## src/rtl/afl_pkg.sv

```systemverilog
package afl_pkg;

   // Configuration captured while master reset is held.
   typedef struct packed {
      logic fwft;    // output register holds one extra word
      logic narrow;  // both ports half width, depth doubled
   } afl_mode_t;

endpackage

```

## src/rtl/afl_gray_sync.sv

```systemverilog
// Carries a Gray-coded pointer into the local clock domain through a
// register chain and presents it in binary.
module afl_gray_sync #(
   parameter int W      = 8,
   parameter int STAGES = 2
) (
   input  logic         clk,
   input  logic         rst,
   input  logic [W-1:0] gray_in,
   output logic [W-1:0] bin_out
);

   logic [STAGES-1:0][W-1:0] stg;
   logic [W-1:0]             last;

   always_ff @(posedge clk) begin
      if (rst) begin
         stg <= '0;
      end else begin
         stg[0] <= gray_in;
         for (int s = 1; s < STAGES; s++) begin
            stg[s] <= stg[s-1];
         end
      end
   end

   assign last = stg[STAGES-1];

   // Each binary bit is the XOR of all Gray bits at or above it.
   for (genvar b = 0; b < W; b++) begin : g_g2b
      assign bin_out[b] = ^last[W-1:b];
   end

endmodule

```

## src/rtl/afl_depth_sel.sv

```systemverilog
// Usable depth from the captured mode.
module afl_depth_sel
   import afl_pkg::*;
#(
   parameter int BASE_DEPTH = 512,
   parameter int PW         = 11
) (
   input  afl_mode_t     mode,
   output logic [PW-1:0] depth
);

   localparam logic [PW-1:0] DEPTH_STD  = PW'(BASE_DEPTH);
   localparam logic [PW-1:0] DEPTH_WIDE = PW'(2 * BASE_DEPTH);

   logic [PW-1:0] base_sel;

   assign base_sel = mode.narrow ? DEPTH_WIDE : DEPTH_STD;
   assign depth    = base_sel + {{(PW-1){1'b0}}, mode.fwft};

endmodule

```

## src/rtl/afl_wr_count.sv

```systemverilog
// Write pointer and write-side fill level.
module afl_wr_count #(
   parameter int PW = 11
) (
   input  logic          clk,
   input  logic          rst,
   input  logic          wr_en,
   input  logic [PW-1:0] rd_bin,
   input  logic [PW-1:0] depth,
   output logic          wr_ok,
   output logic [PW-1:0] fill,
   output logic [PW-1:0] fill_nx
);

   logic [PW-1:0] wptr;

   assign fill    = wptr - rd_bin;
   assign wr_ok   = wr_en && !rst && (fill < depth);
   assign fill_nx = fill + {{(PW-1){1'b0}}, wr_ok};

   always_ff @(posedge clk) begin
      if (rst) begin
         wptr <= '0;
      end else if (wr_ok) begin
         wptr <= wptr + PW'(1);
      end
   end

endmodule

```

## src/rtl/afl_flag_gen.sv

```systemverilog
// Registered, active-low programmable almost-full flag on the write clock.
module afl_flag_gen
   import afl_pkg::*;
#(
   parameter int  BASE_DEPTH       = 512,
   parameter int  SYNC_STAGES      = 2,
   parameter bit  EXTRA_SKEW_CYCLE = 1'b0,
   localparam int PW               = $clog2(2 * BASE_DEPTH + 2)
) (
   input  logic          wr_clk,
   input  logic          mrst,
   input  logic          wr_en,
   input  logic [PW-1:0] rd_ptr_gray,
   input  logic [PW-1:0] af_offset,
   input  logic          fwft_sel,
   input  logic          narrow_sel,
   output logic          af_n
);

   if (BASE_DEPTH < 2) begin : g_bad_depth
      $error("afl_flag_gen: BASE_DEPTH must be at least 2");
   end
   if (SYNC_STAGES < 2) begin : g_bad_sync
      $error("afl_flag_gen: SYNC_STAGES must be at least 2");
   end

   afl_mode_t     mode_q;
   logic [PW-1:0] ofs_q;
   logic [PW-1:0] depth;
   logic [PW-1:0] rd_sync;
   logic [PW-1:0] rd_eff;
   logic [PW-1:0] fill;
   logic [PW-1:0] fill_nx;
   logic [PW-1:0] thr;
   logic          wr_ok;

   // Configuration is loaded only while master reset is held.
   always_ff @(posedge wr_clk) begin
      if (mrst) begin
         mode_q <= '{fwft: fwft_sel, narrow: narrow_sel};
         ofs_q  <= af_offset;
      end
   end

   afl_depth_sel #(
      .BASE_DEPTH (BASE_DEPTH),
      .PW         (PW)
   ) i_depth (
      .mode  (mode_q),
      .depth (depth)
   );

   afl_gray_sync #(
      .W      (PW),
      .STAGES (SYNC_STAGES)
   ) i_rd_sync (
      .clk     (wr_clk),
      .rst     (mrst),
      .gray_in (rd_ptr_gray),
      .bin_out (rd_sync)
   );

   // Optional retiming register: models the late-read skew case.
   if (EXTRA_SKEW_CYCLE) begin : g_skew
      logic [PW-1:0] rd_late;
      always_ff @(posedge wr_clk) begin
         if (mrst) begin
            rd_late <= '0;
         end else begin
            rd_late <= rd_sync;
         end
      end
      assign rd_eff = rd_late;
   end else begin : g_noskew
      assign rd_eff = rd_sync;
   end

   afl_wr_count #(
      .PW (PW)
   ) i_wcnt (
      .clk     (wr_clk),
      .rst     (mrst),
      .wr_en   (wr_en),
      .rd_bin  (rd_eff),
      .depth   (depth),
      .wr_ok   (wr_ok),
      .fill    (fill),
      .fill_nx (fill_nx)
   );

   assign thr = (ofs_q >= depth) ? '0 : (depth - ofs_q);

   always_ff @(posedge wr_clk) begin
      if (mrst) begin
         af_n <= 1'b1;
      end else begin
         af_n <= (fill_nx < thr);
      end
   end

endmodule

```

## config.mk

```make
export PLATFORM = sky130hd
export DESIGN_NAME = afl_flag_gen
export DESIGN_NICKNAME = d
export VERILOG_FILES = /design/src/rtl/afl_pkg.sv /design/src/rtl/afl_gray_sync.sv /design/src/rtl/afl_depth_sel.sv /design/src/rtl/afl_wr_count.sv /design/src/rtl/afl_flag_gen.sv
export SDC_FILE = /design/constraint.sdc
export NUM_CORES = 1
export LEC_CHECK = 0
export BUFFER_PORTS_ARGS = -buffer_cell sky130_fd_sc_hd__buf_2
export CAP_MARGIN = 10
export CORE_MARGIN = 2
export CORE_UTILIZATION = 55
export DETAILED_ROUTE_END_ITERATION = 7
export PLACE_DENSITY = 0.83
export SKIP_LAST_GASP = 1
export SLEW_MARGIN = 20
export SYNTH_ARGS = -nofsm -noshare
export SYNTH_HDL_FRONTEND = slang
export SYNTH_SLANG_ARGS = --single-unit
```

## constraint.sdc

```tcl
create_clock -name wr_clk -period 9.88 [get_ports wr_clk]
set_input_delay 0.988 -clock wr_clk [delete_from_list [all_inputs] [get_ports wr_clk]]
set_output_delay 0.988 -clock wr_clk [all_outputs]
set_load 0.005 [all_outputs]
```

==> impl_metrics.csv <==
group,metric,value,unit
status,outcome,"complete, no violations",
min_path,hold_depth,1,
cells_and_area,drive_gt1_share,13.8,%
sta,maxSlewHeadroom,51.4,%
pwr,leakagePower,0.00135,uW
cells_and_area,final_common_cell,"dfxtp_1",
synthesis,yosysUniqueCellTypes,51,
setup_path,crit_required,10.14,ns
synthesis,yosys.area_share.adder,12.8,%
synthesis,synthCells,310,
floorplanning,placementRows,26,
route,wl_per_cell,13.7,um
setup_path,crit_arrival,7.93,ns
cells_and_area,final_cells,410,
clock_network,cts_root_buf,"clkbuf_8",
sta,period_minus_slack,7.67,ns
setup_path,path_class,"flop to flop",
synthesis,yosys_warnings,0,
global_route,grtUsageMet3,4.30,%
sta,clock_skew,0.0149,ns
synthesis,yosysSeqAreaShare,35.9,%
synthesis,synth_top_area_share,22.8,%
floorplanning,dieHeight,77.6,um
synthesis,yosys.area.top_type,"dfxtp_1",
synthesis,synthSimpleGateAreaFrac,21.1,%
route,vias,2261,
cells_and_area,final_nets,396,
global_route,grt_max_degree,41,
sta,rsz0062_at_grt,"no",
global_route,use_met2,32.5,%
clock_network,htreeDepth,2,
synthesis,synth_nets,367,
cells_and_area,diodes,0,
synthesis,synth_edf_count,13,
route,dr.first_iter.drc_count,132,
synthesis,synth_area_leaders,"dfxtp_1 (23%), edfxtp_1 (13%), ha_1 (12%)",
route,drc,0,
floorplanning,io_pins,28,
cells_and_area,design_area,3280,sq um
route,detail-route-antenna-nets,0,
clock_network,clk_latency,0.32,ns
min_path,hold_class,"flop to flop",
placed_design,numPortBuffers,27,
clock_network,cts_num_sinks,47,
setup_path,cpPeakStageDelay,0.47,ns
synthesis,synth-xor-area-share,12.7,%
placed_design,dp.cells,402,
route,first_pass_iters,4,
setup_path,reg2reg_slack,2.21,ns
clock_network,cts_hold_buffers,0,
global_route,antenna_found_initial,0,
clock_network,cts_buffer_depth,2,
clock_network,tritoncts,"done",
synthesis,synth-seq-cells,47,
global_route,met1_usage,27.7,%
floorplanning,die_area,6030,sq um
run,maxCapViolCount,0,
setup_path,crit_path_top_delay_cell,"xnor3_2",
sta,drv_slew,0,
pwr,power,556,uW
clock_network,cts_repair_resize_count,0,
cells_and_area,layout_common_cells,"dfxtp_1 (34), ha_1 (29), buf_2 (27)",
pwr,power.density,169,nW/um^2
cells_and_area,area_growth,10.1,%
synthesis,netlist_area,2980,sq um
clock_network,clk_pin_slew,0.11,ns
placed_design,dpl_cell_area,3190,sq um
global_route,busiest_layer,"met2",
global_route,grt-ovfl-total,0,
synthesis,synthArstFlopShare,0,%
floorplanning,core,5170,sq um
sta,setup_violations,0,
route,wl,5.63,mm
placed_design,gp_congestion,0.910,
floorplanning,die_w,77.6,um
synthesis,syn_avg_cell_area,9.62,sq um
sta,max_freq,130,MHz
synthesis,synth_flop_cell,"dfxtp_1",
global_route,grt_usage,20.6,%
global_route,first_global_vias,2159,
floorplanning,initial_core_util,57.6,%
synthesis,synth_top_family_by_area,"simple AND/OR/NAND/NOR gates",
clock_network,cts_buffers,5,
setup_path,crit_top_cell,"ha_1",
global_route,grt_pass1_wl,9.75,mm
pwr,ir_drop,129,uV
setup_path,crit_path_end_kind,"flop",
placed_design,dp_hpwl,4.44,mm
synthesis,synthMuxAreaShare,0.336,%
sta,finalSetupTns,0,ns
setup_path,worstPathMaxFanout,21,
route,via_per_inst,5.51,
clock_network,post_cts_buffers,0,
synthesis,synth_compound_area_share,13.9,%
setup_path,start_kind,"flop",
sta,finalCritPeriodShare,77.6,%
sta,worst_pin_slew,0.725,ns
setup_path,r2r_cells,33,
sta,finalHoldViolCount,0,
## state kept, by name (all words and copies together) (netlist names)
register        cells
mode_q              2
i_wcnt.wptr        11
ofs_q              11
af_n                1
i_rd_sync.stg      11
i_rd_sync.last     11
## power by group
group / total, uW / switching, uW / internal [uW] / leakage (uW)
clock: 128 / 74.9 / 52.8 / 0.0000510
combinational: 213 / 122 / 91.6 / 0.000889
sequential: 215 / 6.47 / 209 / 0.000406
total: 556 / 203 / 353 / 0.00135
## metal layers
layer  up-vias  wire, um
met2        55      2540
met1      1033      2710
met3        10       268
li1       1163         -
met5         -         0
met4         0       106
## cell families after synthesis
family	Yosys count
buf+inv	25
fa+ha+maj	30
compound gates	56
flops	47
simple gates	116
mux	1
xor+xnor	35
## synth_stat cells (6+ instances only)
cell type / count
o21a_1: 12
dfxtp_1: 34
nand2_1: 24
a31oi_1: 7
edfxtp_1: 13
nor2_1: 22
nor2b_1: 25
a21oi_1: 6
nor3_1: 7
inv_1: 18
xor2_1: 13
xnor2_1: 16
ha_1: 29
## area by class of cell
type	count	area [sq um]
clock buffers	5	68.8
clock inverters	3	26.3
fillers	412	1890
inverters	19	71.3
multi-input cells	238	1820
flip-flops and latches	47	1070
well taps	70	87.6
repair buffers	28	143
## critical path, delay by kind of cell (launching register included)
kind            cells  cell delay [ns]
compound gates     10             2.26
xor+xnor            8             1.99
simple gates        9             1.47
fa+ha+maj           5             1.22
flops               1             0.39
buf+inv             1             0.27
## through the flow
step	setup slack, ns	hold slack (ns)	util [%]
floorplan	2.93	0.414	-
global placement	2.60	0.419	61.6
detailed placement	2.26	0.421	61.6
CTS	2.23	0.444	63.5
global route	1.55	0.461	63.5
finish	2.21	0.441	63.5
## path summary, 6_finish.rpt
check	start	end
setup / recovery	i_rd_sync.last[10]	af_n
hold / removal	i_rd_sync.stg[5]	i_rd_sync.last[5]
setup reg to reg	i_rd_sync.last[10]	af_n
hold reg to reg	i_rd_sync.stg[5]	i_rd_sync.last[5]
No activity file was read; power rests on OpenSTA's default activity.
